--- src/rtl/pfs_pkg.sv ---
// Shared definitions for the power stage fault supervisor.
// Assumes fault codes are consumed as a 3-bit field.
package pfs_pkg;
    typedef enum logic [2:0] {
        CAUSE_NONE    = 3'd0,
        CAUSE_UNDER   = 3'd1,
        CAUSE_OVER    = 3'd2,
        CAUSE_VALLEY  = 3'd3,
        CAUSE_PEAK    = 3'd4,
        CAUSE_THERMAL = 3'd5
    } fault_cause_e;

    // Bit positions of the synchronised flag bundle
    localparam int FL_POR   = 0;
    localparam int FL_EN    = 1;
    localparam int FL_SS    = 2;
    localparam int FL_UV    = 3;
    localparam int FL_OV    = 4;
    localparam int FL_ABV   = 5;
    localparam int FL_VOC   = 6;
    localparam int FL_STB   = 7;
    localparam int FL_PK    = 8;
    localparam int FL_HOT   = 9;
    localparam int FL_COOL  = 10;
    localparam int FL_COUNT = 11;
endpackage

--- src/rtl/pfs_sync.sv ---
// Multi-stage flag synchroniser, one chain per bit.
// Assumes inputs are quasi-static levels relative to clk; the reset value is 0.
module pfs_sync #(
    parameter int W      = 8,
    parameter int STAGES = 2
) (
    input  logic         clk,
    input  logic         rst_n,
    input  logic [W-1:0] d,
    output logic [W-1:0] q
);
    logic [W-1:0] stg [STAGES];

    // Shift each flag through the register chain
    always_ff @(posedge clk) begin
        if (!rst_n) begin
            for (int i = 0; i < STAGES; i++) stg[i] <= '0;
        end else begin
            stg[0] <= d;
            for (int i = 1; i < STAGES; i++) stg[i] <= stg[i-1];
        end
    end

    assign q = stg[STAGES-1];
endmodule

--- src/rtl/pfs_valley_qual.sv ---
// Consecutive-cycle valley overcurrent qualifier.
// Assumes stb is a synchronised level strobe; a rising edge marks one switching cycle.
// Emits a one-clock trip when the over flag is high on CYCLES consecutive strobes.
module pfs_valley_qual #(
    parameter int CYCLES = 8
) (
    input  logic clk,
    input  logic rst_n,
    input  logic clr,
    input  logic stb,
    input  logic over,
    output logic trip
);
    localparam int CW = $clog2(CYCLES + 1);
    localparam logic [CW-1:0] LAST = CW'(CYCLES - 1);

    logic          stb_q;
    logic [CW-1:0] cnt;
    logic          tick;

    assign tick = stb & ~stb_q;
    assign trip = tick & over & (cnt == LAST);

    // Remember the strobe level for edge detection
    always_ff @(posedge clk) begin
        if (!rst_n) stb_q <= 1'b0;
        else        stb_q <= stb;
    end

    // Count consecutive over-limit cycles, restarting on a clean cycle
    always_ff @(posedge clk) begin
        if (!rst_n || clr)  cnt <= '0;
        else if (tick) begin
            if (!over)           cnt <= '0;
            else if (cnt != LAST) cnt <= cnt + 1'b1;
        end
    end
endmodule

--- src/rtl/pfs_cause_reg.sv ---
// First-fault cause register with fixed priority for same-cycle faults.
// Assumes set bits are single-cycle qualified fault events; clear wins over set.
module pfs_cause_reg
    import pfs_pkg::*;
(
    input  logic         clk,
    input  logic         rst_n,
    input  logic         clr,
    input  logic         keep_thermal,
    input  logic         set_pk,
    input  logic         set_ov,
    input  logic         set_uv,
    input  logic         set_voc,
    input  logic         set_ot,
    output fault_cause_e cause
);
    fault_cause_e first;

    // Select the highest-priority new event
    always_comb begin
        if (set_pk)       first = CAUSE_PEAK;
        else if (set_ov)  first = CAUSE_OVER;
        else if (set_uv)  first = CAUSE_UNDER;
        else if (set_voc) first = CAUSE_VALLEY;
        else if (set_ot)  first = CAUSE_THERMAL;
        else              first = CAUSE_NONE;
    end

    // Hold the first cause until cleared; a surviving thermal latch keeps its code
    always_ff @(posedge clk) begin
        if (!rst_n)                  cause <= CAUSE_NONE;
        else if (clr)                cause <= keep_thermal ? CAUSE_THERMAL : CAUSE_NONE;
        else if (cause == CAUSE_NONE) cause <= first;
    end
endmodule

--- src/rtl/pfs_supervisor.sv ---
// Power stage fault supervisor top.
// Synchronises the comparator flags, latches protection faults and drives the
// switch overrides, soft-discharge, overvoltage pulldown and power-good.
// Assumes flags are active-high levels and cyc_stb is high for at least one clk per cycle.
module pfs_supervisor
    import pfs_pkg::*;
#(
    parameter int SYNC_STAGES  = 2,
    parameter int VALLEY_COUNT = 8
) (
    input  logic       clk,
    input  logic       rst_n,
    input  logic       por_ok,
    input  logic       en,
    input  logic       ss_done,
    input  logic       uv_flag,
    input  logic       ov_flag,
    input  logic       above_ref,
    input  logic       valley_oc,
    input  logic       cyc_stb,
    input  logic       peak_oc,
    input  logic       ot_hot,
    input  logic       ot_cool,
    output logic       hs_en,
    output logic       ls_en,
    output logic       ls_force,
    output logic       dis_en,
    output logic       pgood,
    output logic [2:0] fault_cause
);
    logic [FL_COUNT-1:0] raw, s;
    logic run, clr, trip;
    logic set_uv, set_ov, set_pk, set_voc, set_ot;
    logic uv_f, ov_f, voc_f, pk_f, ot_f, ot_n, any_f;
    fault_cause_e cause;

    // Gather raw flags into the bundle
    always_comb begin
        raw          = '0;
        raw[FL_POR]  = por_ok;
        raw[FL_EN]   = en;
        raw[FL_SS]   = ss_done;
        raw[FL_UV]   = uv_flag;
        raw[FL_OV]   = ov_flag;
        raw[FL_ABV]  = above_ref;
        raw[FL_VOC]  = valley_oc;
        raw[FL_STB]  = cyc_stb;
        raw[FL_PK]   = peak_oc;
        raw[FL_HOT]  = ot_hot;
        raw[FL_COOL] = ot_cool;
    end

    pfs_sync #(.W(FL_COUNT), .STAGES(SYNC_STAGES)) sync_i (
        .clk(clk), .rst_n(rst_n), .d(raw), .q(s)
    );

    assign run = s[FL_POR] & s[FL_EN];
    assign clr = ~run;

    pfs_valley_qual #(.CYCLES(VALLEY_COUNT)) valley_i (
        .clk(clk), .rst_n(rst_n), .clr(clr),
        .stb(s[FL_STB]), .over(s[FL_VOC]), .trip(trip)
    );

    assign set_uv  = run & s[FL_SS] & s[FL_UV];
    assign set_ov  = run & s[FL_OV];
    assign set_pk  = run & s[FL_PK];
    assign set_voc = run & trip;
    assign set_ot  = run & s[FL_HOT];
    assign ot_n    = (ot_f | s[FL_HOT]) & ~(clr & s[FL_COOL]);

    // Latch electrical faults until an enable or supply-good drop
    always_ff @(posedge clk) begin
        if (!rst_n || clr) begin
            uv_f  <= 1'b0;
            ov_f  <= 1'b0;
            voc_f <= 1'b0;
            pk_f  <= 1'b0;
        end else begin
            uv_f  <= uv_f  | set_uv;
            ov_f  <= ov_f  | set_ov;
            voc_f <= voc_f | set_voc;
            pk_f  <= pk_f  | set_pk;
        end
    end

    // Latch thermal fault; clearing also needs the die to be cool
    always_ff @(posedge clk) begin
        if (!rst_n) ot_f <= 1'b0;
        else        ot_f <= ot_n;
    end

    pfs_cause_reg cause_i (
        .clk(clk), .rst_n(rst_n), .clr(clr), .keep_thermal(ot_n),
        .set_pk(set_pk), .set_ov(set_ov), .set_uv(set_uv),
        .set_voc(set_voc), .set_ot(set_ot), .cause(cause)
    );

    assign any_f       = uv_f | ov_f | voc_f | pk_f | ot_f;
    assign hs_en       = run & ~any_f;
    assign ls_en       = run & ~any_f;
    assign ls_force    = ov_f & s[FL_ABV];
    assign dis_en      = clr | uv_f | voc_f | pk_f;
    assign pgood       = run & ~any_f & s[FL_SS];
    assign fault_cause = cause;
endmodule

--- config.mk ---
export PLATFORM = sky130hd
export DESIGN_NAME = pfs_supervisor
export DESIGN_NICKNAME = d
export VERILOG_FILES = /design/src/rtl/pfs_pkg.sv /design/src/rtl/pfs_sync.sv /design/src/rtl/pfs_valley_qual.sv /design/src/rtl/pfs_cause_reg.sv /design/src/rtl/pfs_supervisor.sv
export SDC_FILE = /design/constraint.sdc
export NUM_CORES = 1
export LEC_CHECK = 0
export BUFFER_PORTS_ARGS = -buffer_cell sky130_fd_sc_hd__buf_2
export CAP_MARGIN = 40
export CORE_MARGIN = 2
export CORE_UTILIZATION = 48
export CTS_CLUSTER_SIZE = 24
export DETAILED_ROUTE_END_ITERATION = 10
export PLACE_DENSITY = 0.74
export SLEW_MARGIN = 5
export SYNTH_ARGS = -nofsm -noshare
export SYNTH_HDL_FRONTEND = slang
export SYNTH_SLANG_ARGS = --single-unit
--- constraint.sdc ---
create_clock -name clk -period 1.62 [get_ports clk]
set_input_delay 0.324 -clock clk [delete_from_list [all_inputs] [get_ports clk]]
set_output_delay 0.324 -clock clk [all_outputs]
set_load 0.05 [all_outputs]
==> results.sh <==
export IMPL_worstSetupPathType="flip-flop to primary output"
export IMPL_start_util=0.501
export IMPL_ys_seq_area_frac=0.576
export IMPL_hpwl_um=1470
export IMPL_dr_pass1_iters=4
export IMPL_vdd_drop_max_mv=0.770
export IMPL_avgViaCountPerCell=5.18
export IMPL_htreeDepth=2
export IMPL_hp_class="input port to flip-flop"
export IMPL_synth_main_ff_cell="dfxtp_1"
export IMPL_powerDensity_nw_per_um2=975
export IMPL_cts_root_buf="clkbuf_4"
export IMPL_syn_to_final_growth_pct=20.2
export IMPL_rr_worst_depth=4
export IMPL_drt_initial_drc_count=15
export IMPL_setup_viol=4
export IMPL_ant_nets=0
export IMPL_pin_count=21
export IMPL_violations="setup timing"
export IMPL_fmax_mhz=504
export IMPL_worst_setup_path_end_kind="primary output"
export IMPL_synthArstFlopShare=0
export IMPL_drv_cap=0
export IMPL_r2r_start="valley_i.cnt[0]"
export IMPL_finClkSkew_ns=0.00798
export IMPL_die_h_um=54.4
export IMPL_rsz0062_at_grt="yes"
export IMPL_antenna_found_initial=0
export IMPL_cts_tree="yes"
export IMPL_setup_ws_ns=-0.363
export IMPL_worstHoldStart="above_ref"
export IMPL_netlist_area_um2=1220
export IMPL_syn_instance_count=117
export IMPL_crit_path_max_fanout=3
export IMPL_nNetsFinal=157
export IMPL_dr_total_vias=901
export IMPL_ys_types=31
export IMPL_yosysWarnings=0
export IMPL_syn_avg_cell_area_um2=10.4
export IMPL_wl_um=2000
export IMPL_core_um2=2430
export IMPL_cts_sinks=35
export IMPL_cp_data_arrival_time_ns=1.66
export IMPL_grt_max_degree=16
export IMPL_grt_pass1_vias=755
export IMPL_numPortBuffers=20
export IMPL_drv_slew=0
export IMPL_fin_crit_sh=1.22
export IMPL_grt_first_pass_wirelength_um=3260
export IMPL_status="finished, violations left"
export IMPL_fin_setup_tns_ns=-1.13
export IMPL_max_slew_margin=0.655
export IMPL_cts_buffers=5
export IMPL_std_cell_rows=18
export IMPL_postCtsHoldBufs=0
export IMPL_hold_viol_final=0
export IMPL_critPathRequiredTime_ns=1.30
export IMPL_path_clk_slew_ns=0.11
export IMPL_synth_seq_cells=35
export IMPL_drcViolationCount=0
export IMPL_grt_ovfl_total=0
export IMPL_fin_crit_ns=1.98
export IMPL_drive_above_1_share=0.285
export IMPL_die_area_um2=2960
export IMPL_die_x_um=54.4
export IMPL_r2r_setup_slack_ns=0.05
export IMPL_leakage_nw=0.570
export IMPL_synth_edf_count=0
export IMPL_cts_buffer_depth=2
export IMPL_synth_nets=131
export IMPL_num_antenna_cells=0
export IMPL_routabilityCongestion=0.876
export IMPL_crit_path_start_kind="flip-flop"
export IMPL_clk_latency_ns=0.32
export IMPL_wl_per_cell_um=11.5
export IMPL_min_to="sync_i.stg[0][5]"
export IMPL_whs_path_depth=2
export IMPL_grt_use_total=0.158
export IMPL_holdWs_ns=0.203
export IMPL_rr_endpoint="valley_i.cnt[3]"
export IMPL_tightest_slew_ns=0.512
## cells in the final DEF, fill, tap and decap left out, types with 2 or more instances in the layout
cell,count
and2_1,25
nand4b_1,2
dfxtp_2,2
buf_2,17
nand2_1,3
nor2_1,6
buf_6,3
o21ai_0,5
clkbuf_4,5
nand3_1,2
or4_4,2
and4b_1,2
nor3_1,2
buf_4,5
a21oi_1,8
o211ai_1,3
dfxtp_1,33
## critical path, cell delays in order, from the launching register on
cell and delay [ns]:
dfxtp_1 0.33, or4_4 0.58, nor4b_4 0.24, buf_6 0.19
## layer usage
| layer | up-vias | track usage | wire, µm |
|---|---|---|---|
| li1 | 464 | - | - |
| met1 | 404 | 0.204 | 970 |
| met2 | 28 | 0.233 | 892 |
| met3 | 5 | 0.0574 | 103 |
| met4 | 0 | 0.0750 | 32 |
| met5 | - | 0 | 0 |
## Yosys cell counts, types with 2 or more instances
cell type / number / area share
o211ai_1: 3 / 0.018
nand2_1: 3 / 0.0092
nor3_1: 3 / 0.012
and2_1: 25 / 0.13
nor2_1: 6 / 0.018
and4b_1: 2 / 0.016
a21oi_1: 8 / 0.033
clkbuf_1: 4 / 0.012
nand4b_1: 2 / 0.014
nand3_1: 2 / 0.0082
dfxtp_1: 35 / 0.58
o21ai_0: 5 / 0.021
## sequential cells by signal, summed over array words and instances (netlist names)
| register | count |
|---|---|
| cause_i.cause | 3 |
| valley_i.stb_q | 1 |
| ov_f | 1 |
| valley_i.cnt | 4 |
| uv_f | 1 |
| pk_f | 1 |
| ot_f | 1 |
| sync_i.stg | 22 |
| voc_f | 1 |
## report_power, final
part	switching [mW]	internal, mW
clock	0.273	0.167
combinational	0.0417	0.0398
sequential	0.0153	0.890
total	0.330	1.10
## through the flow
stage	worst slack (ns)	cells	cell area (µm²)	power (mW)	utilization
after floorplan	-0.429	117	1250	0.977	-
after global placement	-0.0610	166	1390	1.00	0.572
after detailed placement	-0.0756	166	1390	1.01	0.572
after CTS	-0.378	174	1460	1.45	0.602
after global routing	-0.429	174	1460	1.49	0.602
final	-0.363	174	1460	1.43	0.602
## cells by family after synthesis
kind of cell | synth area share
flops | 0.576
compound gates | 0.119
fa+ha+maj | 0.0103
buf+inv | 0.0308
simple gates | 0.264
## area by class of cell
type	count	area, µm²
fillers	212	968
flip-flops and latches	35	703
multi-input cells	75	509
repair buffers	25	156
clock buffers	6	41.3
well taps	30	37.5
clock inverters	2	12.5
inverters	1	3.75
## timing repair
action / in CTS / in global routing
cloned: 0 / 0
setup buffers: 0 / 0
pin swaps: 1 / 0
gates resized for setup: 6 / 0
setup endpoints to repair: 4 / 4
## worst max path at each step
stage,from,slack [ns],endpoint
6_report,uv_f,-0.36,pgood
5_1_grt,uv_f,-0.43,pgood
3_5_place_dp,uv_f,-0.08,pgood
4_1_cts,uv_f,-0.38,pgood
2_1_floorplan,uv_f,-0.43,ls_en
3_3_place_gp,uv_f,-0.06,pgood
No activity file was read; power rests on OpenSTA's default activity.
